## config.mk

```make
export PLATFORM = sky130hd
export DESIGN_NAME = adc_backend_seq
export DESIGN_NICKNAME = d
export VERILOG_FILES = /design/src/rtl/adc_be_pkg.sv /design/src/rtl/adc_be_clkgen.sv /design/src/rtl/adc_be_seq.sv /design/src/rtl/adc_be_pipe.sv /design/src/rtl/adc_be_fmt.sv /design/src/rtl/adc_backend_seq.sv
export SDC_FILE = /design/constraint.sdc
export NUM_CORES = 1
export LEC_CHECK = 0
export BUFFER_PORTS_ARGS = -buffer_cell sky130_fd_sc_hd__buf_2
export CAP_MARGIN = 20
export CORE_MARGIN = 4
export CORE_UTILIZATION = 25
export CTS_CLUSTER_DIAMETER = 80
export DETAILED_ROUTE_END_ITERATION = 16
export PLACE_DENSITY = 0.41
export SLEW_MARGIN = 15
export SYNTH_ARGS = -nofsm -noshare
export SYNTH_HDL_FRONTEND = slang
export SYNTH_SLANG_ARGS = --single-unit
```

## constraint.sdc

```tcl
create_clock -name clk_in -period 11.57 [get_ports clk_in]
set_clock_uncertainty 0.2 [all_clocks]
set_input_delay 1.157 -clock clk_in [delete_from_list [all_inputs] [get_ports clk_in]]
set_output_delay 1.157 -clock clk_in [all_outputs]
set_load 0.02 [all_outputs]
```

## src/rtl/adc_be_pkg.sv

```systemverilog
package adc_be_pkg;

  typedef enum logic [1:0] {
    ST_PWRCAL = 2'd0,
    ST_HOLD   = 2'd1,
    ST_CAL    = 2'd2,
    ST_RUN    = 2'd3
  } seq_state_e;

endpackage

```

## src/rtl/adc_be_clkgen.sv

```systemverilog
module adc_be_clkgen (
  input  logic clk_in,
  input  logic arst_n,
  input  logic div_n,
  input  logic run_en,
  output logic rst_n_int,
  output logic conv_en,
  output logic clk_out
);

  logic [1:0] sync_q;
  logic       phase_q;
  logic       phase_d;
  logic       div_sel;

  assign div_sel = ~div_n;

  // Reset asserts at once and is released after two clock edges.
  always_ff @(posedge clk_in or negedge arst_n) begin
    if (!arst_n) sync_q <= 2'b00;
    else         sync_q <= {sync_q[0], 1'b1};
  end

  assign rst_n_int = sync_q[1];

  // The phase bit toggles on rising edges only, so the halved clock has a 50% duty.
  always_comb begin
    phase_d = 1'b0;
    if (div_sel) phase_d = ~phase_q;
  end

  always_ff @(posedge clk_in or negedge rst_n_int) begin
    if (!rst_n_int) phase_q <= 1'b0;
    else            phase_q <= phase_d;
  end

  assign conv_en = div_sel ? ~phase_q : 1'b1;
  assign clk_out = run_en & (div_sel ? phase_q : clk_in);

endmodule

```

## src/rtl/adc_be_seq.sv

```systemverilog
module adc_be_seq
  import adc_be_pkg::*;
#(
  parameter int CAL_CYC = 4096
) (
  input  logic clk_in,
  input  logic rst_n,
  input  logic conv_en,
  input  logic req_n,
  output logic cal_done,
  output logic run_en,
  output logic force_ovr,
  output logic flush,
  output logic fill_en
);

  localparam int CW = (CAL_CYC > 1) ? $clog2(CAL_CYC) : 1;
  localparam logic [CW-1:0] CNT_LAST = CW'(CAL_CYC - 1);

  seq_state_e    state_q, state_d;
  logic [CW-1:0] cnt_q, cnt_d;
  logic          done_d;

  always_comb begin
    state_d = state_q;
    cnt_d   = cnt_q;
    done_d  = 1'b0;
    if (!req_n) begin
      state_d = ST_HOLD;
      cnt_d   = '0;
    end else begin
      unique case (state_q)
        ST_HOLD: begin
          state_d = ST_CAL;
          cnt_d   = '0;
        end
        ST_PWRCAL, ST_CAL: begin
          if (cnt_q == CNT_LAST) begin
            state_d = ST_RUN;
            done_d  = 1'b1;
          end else begin
            cnt_d = cnt_q + 1'b1;
          end
        end
        default: begin
          state_d = state_q;
        end
      endcase
    end
  end

  always_ff @(posedge clk_in or negedge rst_n) begin
    if (!rst_n) begin
      state_q  <= ST_PWRCAL;
      cnt_q    <= '0;
      cal_done <= 1'b0;
    end else if (conv_en) begin
      state_q  <= state_d;
      cnt_q    <= cnt_d;
      cal_done <= done_d;
    end
  end

  assign run_en    = (state_q == ST_CAL) || (state_q == ST_RUN);
  assign force_ovr = (state_q != ST_RUN);
  assign fill_en   = (state_q == ST_RUN);
  assign flush     = ~req_n;

endmodule

```

## src/rtl/adc_be_pipe.sv

```systemverilog
module adc_be_pipe #(
  parameter int W   = 8,
  parameter int LAT = 28
) (
  input  logic         clk_in,
  input  logic         rst_n,
  input  logic         conv_en,
  input  logic         flush,
  input  logic         fill_en,
  input  logic [W-1:0] code_in,
  input  logic         ovr_in,
  output logic [W-1:0] code_out,
  output logic         ovr_out,
  output logic         vld_out
);

  logic [LAT-1:0][W-1:0] code_q, code_d;
  logic [LAT-1:0]        ovr_q, ovr_d;
  logic [LAT-1:0]        vld_q, vld_d;

  for (genvar g = 0; g < LAT; g++) begin : g_stage
    if (g == 0) begin : g_head
      assign code_d[g] = code_in;
      assign ovr_d[g]  = ovr_in;
      assign vld_d[g]  = fill_en & ~flush;
    end else begin : g_body
      assign code_d[g] = code_q[g-1];
      assign ovr_d[g]  = ovr_q[g-1];
      assign vld_d[g]  = vld_q[g-1] & ~flush;
    end
  end

  always_ff @(posedge clk_in or negedge rst_n) begin
    if (!rst_n) begin
      code_q <= '0;
      ovr_q  <= '0;
      vld_q  <= '0;
    end else if (conv_en) begin
      code_q <= code_d;
      ovr_q  <= ovr_d;
      vld_q  <= vld_d;
    end
  end

  assign code_out = code_q[LAT-1];
  assign ovr_out  = ovr_q[LAT-1];
  assign vld_out  = vld_q[LAT-1];

endmodule

```

## src/rtl/adc_be_fmt.sv

```systemverilog
module adc_be_fmt #(
  parameter int W = 8
) (
  input  logic         vld,
  input  logic [W-1:0] code,
  input  logic         ovr,
  input  logic         force_ovr,
  input  logic         twos_n,
  output logic [W-1:0] dout,
  output logic         ovr_out
);

  logic [W-1:0] coded;

  always_comb begin
    coded = code;
    if (!twos_n) coded[W-1] = ~code[W-1];
  end

  assign dout    = vld ? coded : '0;
  assign ovr_out = force_ovr | (vld & ovr);

endmodule

```

## src/rtl/adc_backend_seq.sv

```systemverilog
module adc_backend_seq #(
  parameter int DATA_W   = 8,
  parameter int PIPE_LAT = 28,
  parameter int CAL_CYC  = 4096
) (
  input  logic              clk_in,
  input  logic              arst_n,
  input  logic              rst_req_n,
  input  logic              div_n_strap,
  input  logic              twos_n_strap,
  input  logic [DATA_W-1:0] raw_code,
  input  logic              raw_ovr,
  output logic              clk_out,
  output logic [DATA_W-1:0] dout,
  output logic              ovr_out,
  output logic              dvalid,
  output logic              cal_done
);

  logic              rst_n_int;
  logic              conv_en;
  logic              run_en;
  logic              force_ovr;
  logic              flush;
  logic              fill_en;
  logic [DATA_W-1:0] tail_code;
  logic              tail_ovr;

  adc_be_clkgen u_clk (
    .clk_in    (clk_in),
    .arst_n    (arst_n),
    .div_n     (div_n_strap),
    .run_en    (run_en),
    .rst_n_int (rst_n_int),
    .conv_en   (conv_en),
    .clk_out   (clk_out)
  );

  adc_be_seq #(.CAL_CYC(CAL_CYC)) u_seq (
    .clk_in    (clk_in),
    .rst_n     (rst_n_int),
    .conv_en   (conv_en),
    .req_n     (rst_req_n),
    .cal_done  (cal_done),
    .run_en    (run_en),
    .force_ovr (force_ovr),
    .flush     (flush),
    .fill_en   (fill_en)
  );

  adc_be_pipe #(.W(DATA_W), .LAT(PIPE_LAT)) u_pipe (
    .clk_in   (clk_in),
    .rst_n    (rst_n_int),
    .conv_en  (conv_en),
    .flush    (flush),
    .fill_en  (fill_en),
    .code_in  (raw_code),
    .ovr_in   (raw_ovr),
    .code_out (tail_code),
    .ovr_out  (tail_ovr),
    .vld_out  (dvalid)
  );

  adc_be_fmt #(.W(DATA_W)) u_fmt (
    .vld       (dvalid),
    .code      (tail_code),
    .ovr       (tail_ovr),
    .force_ovr (force_ovr),
    .twos_n    (twos_n_strap),
    .dout      (dout),
    .ovr_out   (ovr_out)
  );

endmodule

```

-- Word-level counts from Yosys, hierarchy flattened
Index checks and enable logic that the tools add are counted.
Widths: inputs -> output; s select.
- register bits after elaboration: 298
- bits of input ports: 14
- output and inout port bits: 12
- add/sub/neg operators: 1
- equality and inequality tests: 8
- mux-type cells: 14
- bitwise logic cells: 33
- reductions and logical operators: 5
- operator list (kind ; count):
    $and 1x1->1 ; 30
    $mux 12 ; 2
    $pmux 12 s2 ; 1
    $add 12x1->12 const B ; 1
    $eq 12x12->1 const B ; 1
    $mux 8 ; 1
    $mux 1 ; 7
    $reduce_and 3->1 ; 2
    $eq 2x2->1 const B ; 2
    $mux 2 ; 2
    $pmux 2 s2 ; 1
    $ne 3x1->1 const B ; 1
    $ne 3x2->1 const B ; 1
    $ne 3x3->1 const B ; 1
    $eq 2x1->1 const B ; 1
    $logic_not 2->1 ; 1
    $ne 2x2->1 const B ; 1
    $not 1->1 ; 2
    $reduce_or 2->1 ; 1
    $logic_or 1x1->1 ; 1
    $or 1x1->1 ; 1

-- Logic depth before layout (Yosys ltp)
Gate-level depths: netlist of run 1.
- depth in word-level cells: 4
- mapped depth: 6

-- Modules after synthesis
Synthesis of run 1 repeated with hierarchy kept, for this count alone.
- cell total of the unflattened synthesis: 764
- area, all modules: 12056.6 um^2
- by module, submodules not included (module ; instances ; cells an instance ; area an instance (um^2)):
    adc_be_pipe ; 1 ; 652 ; 10979.3
    adc_be_seq ; 1 ; 94 ; 899.6
    adc_be_clkgen ; 1 ; 8 ; 111.4
    adc_be_fmt ; 1 ; 10 ; 66.3

==> results of run 1 <==
## cell usage in the layout, fill, tap and decap left out, types with 3 or more instances in the layout
cell type / instances
a21oi_1: 7
a31oi_1: 8
and2_1: 8
and4_1: 3
buf_12: 3
buf_2: 25
buf_4: 3
clkbuf_1: 10
clkbuf_16: 37
clkbuf_8: 11
dfrtp_1: 297
nand2_1: 822
nand3_1: 37
nor2_1: 6
nor3_1: 4
o21ai_0: 8
## logic make-up after synthesis
kind of cell             count (synthesis)  share of synthesized area [%]
AO/OA/AOI/OAI                           32                           1.69
flip-flops                             298                           64.6
adder cells (fa/ha/maj)                  1                          0.108
buffers and inverters                   70                           2.90
other                                    1                         0.0325
AND/OR/NAND/NOR                        898                           30.6
XOR/XNOR                                 1                         0.0759
## layout make-up
class / instances / area, um^2
Timing Repair Buffer: 30 / 203
Multi-Input combinational cell: 933 / 3760
Clock inverter: 4 / 42.5
Clock buffer: 59 / 1120
Sequential cell: 298 / 7460
Tap cell: 600 / 751
Fill cell: 4959 / 32100
## worst reg2reg max path, delay by kind of cell (launching register included)
kind | cells | cell delay, ps
buffers and inverters | 2 | 1310
DFF | 1 | 410
and+or+nand+nor | 3 | 920
## state kept, by name (all words and copies together), names as in the netlist
register         count
u_pipe.code_d      216
u_pipe.ovr_q        28
u_pipe.vld_q        28
u_seq.cnt_q         12
u_pipe.code_out      8
u_clk.sync_q         2
u_seq.state_q        2
u_clk.phase_q        1
u_seq.cal_done       1
## power by group
group | switching, mW | internal, mW
logic | 0.156 | 0.0926
clock network | 0.426 | 0.661
registers | 0.111 | 1.25
total | 0.694 | 2.00
## metrics by stage
step / setup WS (ps) / util [%] / cell area [um^2] / power, mW / cells
6_report: 3850 / 29.3 / 13300 / 2.69 / 1924
5_1_grt: 3820 / 29.3 / 13300 / 2.88 / 1924
4_1_cts: 3840 / 29.3 / 13300 / 2.76 / 1924
3_5_place_dp: 4140 / 26.8 / 12200 / 1.64 / 1862
3_3_place_gp: 4140 / 26.8 / 12200 / 1.63 / 1862
2_1_floorplan: 2450 / - / 11500 / 1.56 / 1301
## metal layers
layer / track usage, % / share of wire (%) / vias to the layer above
li1: - / - / 4008
met1: 11.9 / 51 / 3759
met2: 13.9 / 43 / 79
met3: 2.87 / 4.3 / 35
met4: 3.04 / 2.2 / 0
met5: 0 / 0 / -
## final timing paths
kind                            cells past startpoint       startpoint                  to  slack [ps]
worst max-delay path                                5           clk_in             clk_out        3850
worst min-delay path                                1           arst_n     u_clk.sync_q[1]         100
worst max register to register                      5    u_clk.phase_q   u_pipe.code_d[70]        8690
worst min register to register                      0  u_clk.sync_q[0]     u_clk.sync_q[1]         160
max in group asynchronous                           1  u_clk.sync_q[1]  u_pipe.code_d[198]        9500
min in group clk_in                                 0  u_clk.sync_q[0]     u_clk.sync_q[1]         160
==> summary.txt, run 1 <==
Synth
  • Register area share after synthesis: 64.6%
  • Asr flop ratio synth: 100%
  • Syn Area/Cell: 8.87 um^2
  • Ys flop type: dfrtp_1
  • Ys Warns: 0
  • Synth top area share: 64.6%
  • Cells after Synth: 1301
  • Commonest cells in the synthesized netlist: nand2_1 (822), dfrtp_1 (298), buf_2 (45)
  • Post-synth design cell area: 0.0115 mm^2
  • Synth area leaders: dfrtp_1 (65%), nand2_1 (27%), buf_2 (2.0%)
  • Most common cell in the netlist: nand2_1
  • Yosys top cell by area: dfrtp_1
  • Post-synthesis register bit count: 298
  • Mapped Nets: 1316
  • Synth unique cells: 40
  • Post-synth EDFFs: 0

Global routing
  • Antenna violations before repair: 0
  • First-pass GRT wire length: 38500 um
  • Vias in the first global route: 8139
  • Overall global routing resource usage: 8.98%
  • Largest net degree at the start of global routing: 212
  • Grt ovf: 0

Setup path
  • Most frequent CP cell: clkbuf_16
  • CP cell instances: clkbuf_16 -> clkbuf_16 -> nand2_1 -> a21boi_0 -> buf_2
  • WP data arrival: 6360 ps
  • Critical Path Fanout Max: 2
  • Crit path kind: clk -> out
  • CP Data Required Time: 10210 ps
  • Delay of the slowest critical-path stage: 210 ps
  • CP Capture Type: output port
  • Slowest CP cell: buf_2
  • Sum of buffers and inverters on the critical path: 3
  • CP Launch Type: clock port
  • CP top delay family: buffers and inverters

Die
  • Io pins: 26
  • Die Wd: 223 um
  • Die area: 0.0496 mm^2
  • Row Count: 78
  • Die Y-Extent: 223 um
  • Initial core utilization: 25.4%
  • Core Footprint: 0.0455 mm^2

Hold path
  • Worst hold path class: in -> async

CTS
  • # Post-CTS Setup Buffers: 0
  • Hold-fix buffers, CTS: 0
  • # resized after CTS: 0
  • CTS clk-pin slew, worst paths: 60 ps
  • Clk Latency, worst-skew pair: 630 ps
  • CTS tree: done

Place
  • Gp weighted congestion: 0.715
  • Hpwl dp: 10800 um
  • Buffers on Ports: 25

STA
  • TNS Setup: 0 ps
  • Worst-Margin Slew: 1020 ps
  • Slew Limit Headroom: 31.9%
  • Worst Hold Slack: 101 ps
  • Final setup fails: 0
  • Final Hold Vio Count: 0
  • Final Max Tran Viols: 0
  • RSZ-0062 raised after global routing: no

Drt
  • Initial DRC Count: 692
  • DR pass1 iterations: 4
  • Via density: 4.10
  • Total Wirelength: 21400 um
  • Wirelength per Cell: 11.1 um
  • Drc violations: 0
  • Antenna-violating nets left: 0
  • Via count: 7881

Run
  • Max-Cap Viols: 0

Power and ir drop
  • Leak pwr: 7.15 nW
  • P per Cell Area: 202 mW/mm^2
  • Worst vdd ir: 0.0951 mV

Final layout
  • Number of nets in the layout: 1316
  • Diode count: 0
  • Share of cells above drive strength 1: 6.80%
  • Layout area overhead: 15.6%

Outcome
  • Outcome: finished, final reports clean
(Power assumes the default switching activity.)
==> run 2, diff against run 1 <==
--- a/config.mk
+++ b/config.mk
@@ -11,7 +11,7 @@
 export CORE_UTILIZATION = 25
 export CTS_CLUSTER_DIAMETER = 80
 export DETAILED_ROUTE_END_ITERATION = 16
-export PLACE_DENSITY = 0.41
+export PLACE_DENSITY = 0.42
 export SLEW_MARGIN = 15
 export SYNTH_ARGS = -nofsm -noshare
 export SYNTH_HDL_FRONTEND = slang
==> constraint.sdc (replaced) <==
create_clock -name clk_in -period 6.5 [get_ports clk_in]
set_clock_uncertainty 0.2 [all_clocks]
set_input_delay 0.65 -clock clk_in [delete_from_list [all_inputs] [get_ports clk_in]]
set_output_delay 0.65 -clock clk_in [all_outputs]
set_load 0.02 [all_outputs]
==> summary.txt, run 2 (synthesis gave the netlist of run 1 again) <==
Final layout
  • Share of cells above drive strength 1: 6.69% (was 6.80%)
  • Most frequent cells in the layout: nand2_1 (822), dfrtp_1 (297), clkbuf_16 (38) (was nand2_1 (822), dfrtp_1 (297), nand3_1 (37), clkbuf_16 (37), buf_2 (25))
  • Most common cell after layout, fill and taps aside: nand2_1 (unchanged)
  • Number of nets in the layout: 1326 (was 1316)
  • Diode count: 0 (unchanged)
  • Max reg flops: 216 (unchanged)
  • Layout area overhead: 15.7% (was 15.6%)

Run
  • Max-Cap Viols: 0 (unchanged)

Setup path
  • Launching point of the worst reg2reg path: u_clk.phase_q (unchanged)
  • WP data arrival: 3810 ps (was 6360 ps)
  • CP Launch Type: clock port (unchanged)
  • Crit path kind: clk -> out (unchanged)
  • CP Capture Type: output port (unchanged)
  • Critical path origin: clk_in (unchanged)
  • Reg2reg setup slack: 3650 ps (was 8690 ps)
  • CP Data Required Time: 5650 ps (was 10210 ps)
  • Critical Path Fanout Max: 2 (unchanged)

Drt
  • Total Wirelength: 21100 um (was 21400 um)
  • Antenna-violating nets left: 0 (unchanged)
  • Via density: 4.10 (about the same)
  • Wirelength per Cell: 10.9 um (was 11.1 um)
  • DR pass1 iterations: 6 (was 4)
  • Initial DRC Count: 670 (was 692)
  • Drc violations: 0 (unchanged)
  • Via count: 7910 (was 7881)

CTS
  • Clk Latency, worst-skew pair: 620 ps (was 630 ps)
  • CTS clk-pin slew, worst paths: 60 ps (about the same)
  • # resized after CTS: 0 (unchanged)
  • # Post-CTS Setup Buffers: 0 (unchanged)
  • CTS tree: done (unchanged)
  • Hold-fix buffers, CTS: 7 (was 0)

Global routing
  • Vias in the first global route: 8163 (was 8139)
  • Grt ovf: 0 (unchanged)
  • Antenna violations before repair: 0 (unchanged)
  • Overall global routing resource usage: 9.02% (was 8.98%)
  • First-pass GRT wire length: 38700 um (was 38500 um)
  • Largest net degree at the start of global routing: 202 (was 212)

STA
  • Final WS setup: 1840 ps (was 3850 ps)
  • Final Hold Vio Count: 0 (unchanged)
  • TNS Setup: 0 ps (unchanged)
  • Final setup fails: 0 (unchanged)
  • Slew Limit Headroom: 36.9% (was 31.9%)
  • Worst-Margin Slew: 947 ps (was 1020 ps)
  • RSZ-0062 raised after global routing: no (unchanged)
  • Final Max Tran Viols: 0 (unchanged)

Hold path
  • Worst hold path class: in -> reg (was in -> async)
  • Hold Path Origin: raw_code[5]

Place
  • Hpwl dp: 10600 um (was 10800 um)
  • Gp weighted congestion: 0.677 (was 0.715)
  • Buffers on Ports: 25 (unchanged)
  • Post-place setup slack: 2110 ps (was 4140 ps)

Power and ir drop
  • P per Cell Area: 351 mW/mm^2 (was 202 mW/mm^2)
  • Leak pwr: 7.14 nW (was 7.15 nW)
  • Worst vdd ir: 0.179 mV (was 0.0951 mV)
  • Power Total: 4.69 mW (was 2.69 mW)

Die
  • Core Footprint: 0.0455 mm^2 (unchanged)
  • Initial core utilization: 25.4% (unchanged)
  • Io pins: 26 (unchanged)
  • Row Count: 78 (unchanged)
  • Die Wd: 223 um (unchanged)
  • Die area: 0.0496 mm^2 (unchanged)
  • Die Y-Extent: 223 um (unchanged)

Outcome
  • Outcome: finished, final reports clean (unchanged)
==> run 2: critical path: stages <==
cell and delay, ps:
clkbuf_16 120, clkbuf_16 130, nand2_1 50, a21boi_0 70
buf_2 200
==> run 2: worst paths after layout <==
path	endpoint	cells past startpoint
setup / recovery	clk_out	5
hold / removal	u_pipe.code_d[13]	3
setup reg to reg	u_pipe.code_d[83]	5
hold reg to reg	u_clk.sync_q[1]	0
max in group asynchronous	u_seq.cnt_q[11]	1
min in group asynchronous	u_clk.sync_q[1]	2
==> run 2: power breakdown <==
| group | internal [mW] | leakage, nW | switching, mW |
|---|---|---|---|
| clock | 1.09 | 0.524 | 0.740 |
| sequential | 2.22 | 3.88 | 0.193 |
| combinational | 0.169 | 2.74 | 0.276 |
==> run 2: stage by stage <==
| stage | hold WS, ps | instance area, um^2 | instances | utilization [%] |
|---|---|---|---|---|
| after floorplan | 131 | 11500 | 1301 | - |
| after global placement | 141 | 12200 | 1864 | 26.8 |
| after detailed placement | 139 | 12200 | 1864 | 26.8 |
| after CTS | 1.91 | 13300 | 1929 | 29.3 |
| after global routing | 15.4 | 13300 | 1930 | 29.3 |
| final | 31.9 | 13300 | 1930 | 29.3 |
==> run 2: layout make-up <==
| cell class | count | area (um^2) |
|---|---|---|
| well taps | 600 | 751 |
| repair buffers | 40 | 303 |
| fillers | 4957 | 32100 |
| flip-flops and latches | 298 | 7460 |
| clock buffers | 51 | 1020 |
| clock inverters | 8 | 51.3 |
| multi-input cells | 933 | 3760 |
==> run 2: layer usage <==
| metal | up-vias | track usage, % | wire, um |
|---|---|---|---|
| met3 | 43 | 2.73 | 900 |
| li1 | 4018 | - | - |
| met5 | - | 0 | 0 |
| met1 | 3767 | 11.8 | 10400 |
| met4 | 0 | 3.46 | 529 |
| met2 | 82 | 14.1 | 9190 |
==> run 3, diff against run 2 <==
--- a/config.mk
+++ b/config.mk
@@ -5,13 +5,14 @@
 export SDC_FILE = /design/constraint.sdc
 export NUM_CORES = 1
 export LEC_CHECK = 0
+export ABC_AREA = 1
 export BUFFER_PORTS_ARGS = -buffer_cell sky130_fd_sc_hd__buf_2
 export CAP_MARGIN = 20
 export CORE_MARGIN = 4
 export CORE_UTILIZATION = 25
 export CTS_CLUSTER_DIAMETER = 80
 export DETAILED_ROUTE_END_ITERATION = 16
-export PLACE_DENSITY = 0.42
+export PLACE_DENSITY = 0.41
 export SLEW_MARGIN = 15
 export SYNTH_ARGS = -nofsm -noshare
 export SYNTH_HDL_FRONTEND = slang
==> constraint.sdc (replaced) <==
create_clock -name clk_in -period 4.75 [get_ports clk_in]
set_clock_uncertainty 0.2 [all_clocks]
set_input_delay 0.475 -clock clk_in [delete_from_list [all_inputs] [get_ports clk_in]]
set_output_delay 0.475 -clock clk_in [all_outputs]
set_load 0.02 [all_outputs]
==> summary.txt, run 3 <==
Synth
  • Commonest cells in the synthesized netlist: nand2_1 (327), dfrtp_1 (298), o21ai_0 (277) (was nand2_1 (822), dfrtp_1 (298), buf_2 (45))
  • Synth area leaders: dfrtp_1 (65%), o21ai_0 (12%), nand2_1 (11%) (was dfrtp_1 (65%), nand2_1 (27%), buf_2 (2.0%))
  • Ys Warns: 0 (unchanged)
  • Syn Area/Cell: 9.48 um^2 (was 8.87 um^2)
  • Most common cell in the netlist: nand2_1 (unchanged)
  • Ys flop type: dfrtp_1 (unchanged)
  • Post-synthesis register bit count: 298 (unchanged)
  • Synth top area share: 65.5% (was 64.6%)
  • Asr flop ratio synth: 100% (unchanged)
  • Register area share after synthesis: 65.5% (was 64.6%)
  • Post-synth EDFFs: 0 (unchanged)
  • Synth unique cells: 21 (was 40)
  • Cells after Synth: 1201 (was 1301)
  • Mapped Nets: 1216 (was 1316)
  • Yosys top cell by area: dfrtp_1 (unchanged)
  • Post-synth design cell area: 0.0114 mm^2 (was 0.0115 mm^2)

CTS
  • CTS tree: done (unchanged)
  • # Post-CTS Setup Buffers: 0 (unchanged)
  • CTS clk-pin slew, worst paths: 50 ps (was 60 ps)
  • Clk Latency, worst-skew pair: 620 ps (about the same)

STA
  • Worst Hold Slack: 118 ps (was 31.9 ps)
  • TNS Setup: 0 ps (unchanged)
  • Slew Limit Headroom: 35.2% (was 36.9%)
  • Final Hold Vio Count: 0 (unchanged)
  • Worst-Margin Slew: 973 ps (was 947 ps)
  • Final WS setup: 1090 ps (was 1840 ps)
  • Final Max Tran Viols: 0 (unchanged)
  • Final setup fails: 0 (unchanged)
  • RSZ-0062 raised after global routing: no (unchanged)

Power and ir drop
  • Sequential share of power: 49.1% (was 51.5%)
  • Internal: 4.92 mW (was 3.48 mW)
  • Power Total: 6.61 mW (was 4.69 mW)
  • Switching power: 1.70 mW (was 1.21 mW)
  • Leak pwr: 6.20 nW (was 7.14 nW)
  • Clk pwr share: 40.8% (was 39.0%)
  • Worst vdd ir: 0.213 mV (was 0.179 mV)
  • Sw Ratio: 25.6% (was 25.8%)
  • Comb power frac: 10.1% (was 9.5%)
  • P per Cell Area: 494 mW/mm^2 (was 351 mW/mm^2)

Drt
  • Drc violations: 0 (unchanged)
  • Initial DRC Count: 568 (was 670)
  • DR pass1 iterations: 4 (was 6)
  • Total Wirelength: 20200 um (was 21100 um)
  • Wirelength per Cell: 11.0 um (was 10.9 um)
  • Via count: 7452 (was 7910)
  • Antenna-violating nets left: 0 (unchanged)
  • Via density: 4.05 (was 4.10)

Die
  • Io pins: 26 (unchanged)
  • Die Wd: 221 um (was 223 um)
  • Row Count: 77 (was 78)
  • Die area: 0.0490 mm^2 (was 0.0496 mm^2)
  • Core Footprint: 0.0446 mm^2 (was 0.0455 mm^2)
  • Initial core utilization: 25.5% (was 25.4%)
  • Die Y-Extent: 221 um (was 223 um)

Outcome
  • Outcome: finished, final reports clean (unchanged)

Final layout
  • Non-Filler Instances: 1838 (was 1930)
  • Diode count: 0 (unchanged)
  • Most frequent cells in the layout: nand2_1 (327), dfrtp_1 (297), o21ai_0 (277) (was nand2_1 (822), dfrtp_1 (297), clkbuf_16 (38))
  • Number of nets in the layout: 1235 (was 1326)
  • Most common cell after layout, fill and taps aside: nand2_1 (unchanged)
  • Share of cells above drive strength 1: 7.78% (was 6.69%)
  • Layout area overhead: 17.5% (was 15.7%)
  • Fin util: 30.0% (was 29.3%)
  • Max reg flops: 216 (unchanged)
  • Fin area: 0.0134 mm^2 (was 0.0133 mm^2)

Setup path
  • CP Data Required Time: 4070 ps (was 5650 ps)
  • CP cell instances: clkbuf_16 -> clkbuf_16 -> o21ai_0 -> nor2_1 -> buf_2 (was clkbuf_16 -> clkbuf_16 -> nand2_1 -> a21boi_0 -> buf_2)
  • Stages on the worst setup path: 5 (unchanged)
  • Worst r2r dst: u_pipe.code_d[41] (was u_pipe.code_d[83])
  • Critical Path Fanout Max: 2 (unchanged)
  • CP top delay family: buffers and inverters (unchanged)
  • Most frequent CP cell: clkbuf_16 (unchanged)
  • CP Capture Type: output port (unchanged)
  • Reg2reg setup slack: 2500 ps (was 3650 ps)
  • Sum of buffers and inverters on the critical path: 3 (unchanged)
  • Crit path kind: clk -> out (unchanged)
  • Slowest CP cell: o21ai_0 (was buf_2)
  • R2r worst-path depth: 3 (was 5)
  • Critical path origin: clk_in (unchanged)
  • Delay of the slowest critical-path stage: 160 ps (was 200 ps)
  • WP data arrival: 2990 ps (was 3810 ps)
  • CP Launch Type: clock port (unchanged)
  • Launching point of the worst reg2reg path: u_clk.phase_q (unchanged)
  • CP endpoint: clk_out (unchanged)

Place
  • Gp weighted congestion: 0.674 (was 0.677)
  • Placed cells: 1760 (was 1864)
  • Hpwl dp: 10300 um (was 10600 um)
  • Buffers on Ports: 25 (unchanged)
  • Post-place setup slack: 1380 ps (was 2110 ps)
  • Placed Area: 0.0121 mm^2 (was 0.0122 mm^2)

Run
  • Max-Cap Viols: 0 (unchanged)

Global routing
  • Vias in the first global route: 7558 (was 8163)
  • Grt ovf: 0 (unchanged)
  • Largest net degree at the start of global routing: 134 (was 202)
  • Overall global routing resource usage: 8.59% (was 9.02%)
  • Antenna violations before repair: 0 (unchanged)
  • First-pass GRT wire length: 36200 um (was 38700 um)

Hold path
  • Worst hold path class: in -> reg (unchanged)
-- run 3: cell types whose count changed after synthesis, sizes merged, moves of 4 or more --
cell / delta
and2: -9
o31ai: +11
nand3: -12
buf: -23
inv: +161
o21ai: +269
nor2: +14
nand2: -494
nor3: -4
clkbuf: +19
a31oi: -8
and4: -4
-- run 3: power by group through the flow --
stage / Clock, mW / Combinational [mW] / Sequential [mW]
after floorplan: 0.00758 / 0.504 / 3.28
after global placement: 0.0102 / 0.661 / 3.29
after detailed placement: 0.0102 / 0.679 / 3.29
after CTS: 2.82 / 0.695 / 3.25
after global routing: 2.93 / 0.817 / 3.31
final: 2.70 / 0.667 / 3.25
-- run 3: repair_timing --
| item | 4_1_cts | 5_1_grt |
|---|---|---|
| hold buffers | 12 | 0 |
| gates resized for setup | 0 | 0 |
| endpoints found under the setup margin | 0 | 0 |
| hold endpoints to repair | 12 | 0 |
-- run 3: worst register-to-register path, cell delays in order (launching register included) --
cell	delay (ps)
dfrtp_1	440
nand2_8	410
buf_4	850
o21ai_0	200
-- run 3: layout make-up --
| type | instances | area (um^2) |
|---|---|---|
| fillers | 4713 | 31200 |
| flip-flops and latches | 298 | 7460 |
| clock buffers | 57 | 1130 |
| clock inverters | 10 | 65.1 |
| well taps | 592 | 741 |
| repair buffers | 44 | 338 |
| multi-input cells | 676 | 3050 |
| inverters | 161 | 609 |
-- run 3: worst min path at each step --
stage	from	to	slack, ps	cells past startpoint
2_1_floorplan	arst_n	u_clk.sync_q[0]	-20	0
5_1_grt	rst_req_n	u_pipe.vld_q[27]	100	3
6_report	rst_req_n	u_pipe.vld_q[15]	120	3
3_5_place_dp	arst_n	u_clk.sync_q[0]	70	1
3_3_place_gp	arst_n	u_clk.sync_q[0]	60	1
4_1_cts	rst_req_n	u_pipe.vld_q[15]	90	3
-- run 3: logic make-up (layout without fill, tap and decap cells) --
group                      count (synthesis)  after routing  share of synthesized area [%]
other                                      1              1                         0.0329
AOI/OAI and AO/OA                        297            297                           13.4
adders and majority gates                  1              1                          0.110
DFF                                      298            298                           65.5
xor gates and xnor gates                   1              1                         0.0769
and+or+nand+nor                          376            376                           13.0
buffers and inverters                    227            272                           7.89
-- run 3: routing by layer --
metal  share of wire [%]  global-route usage, %  routed length [um]
met5                   0                      0                   0
met4                 2.9                   3.88                 577
met3                 4.1                   2.45                 832
met2                  42                   13.1                8450
met1                  51                   11.4               10300
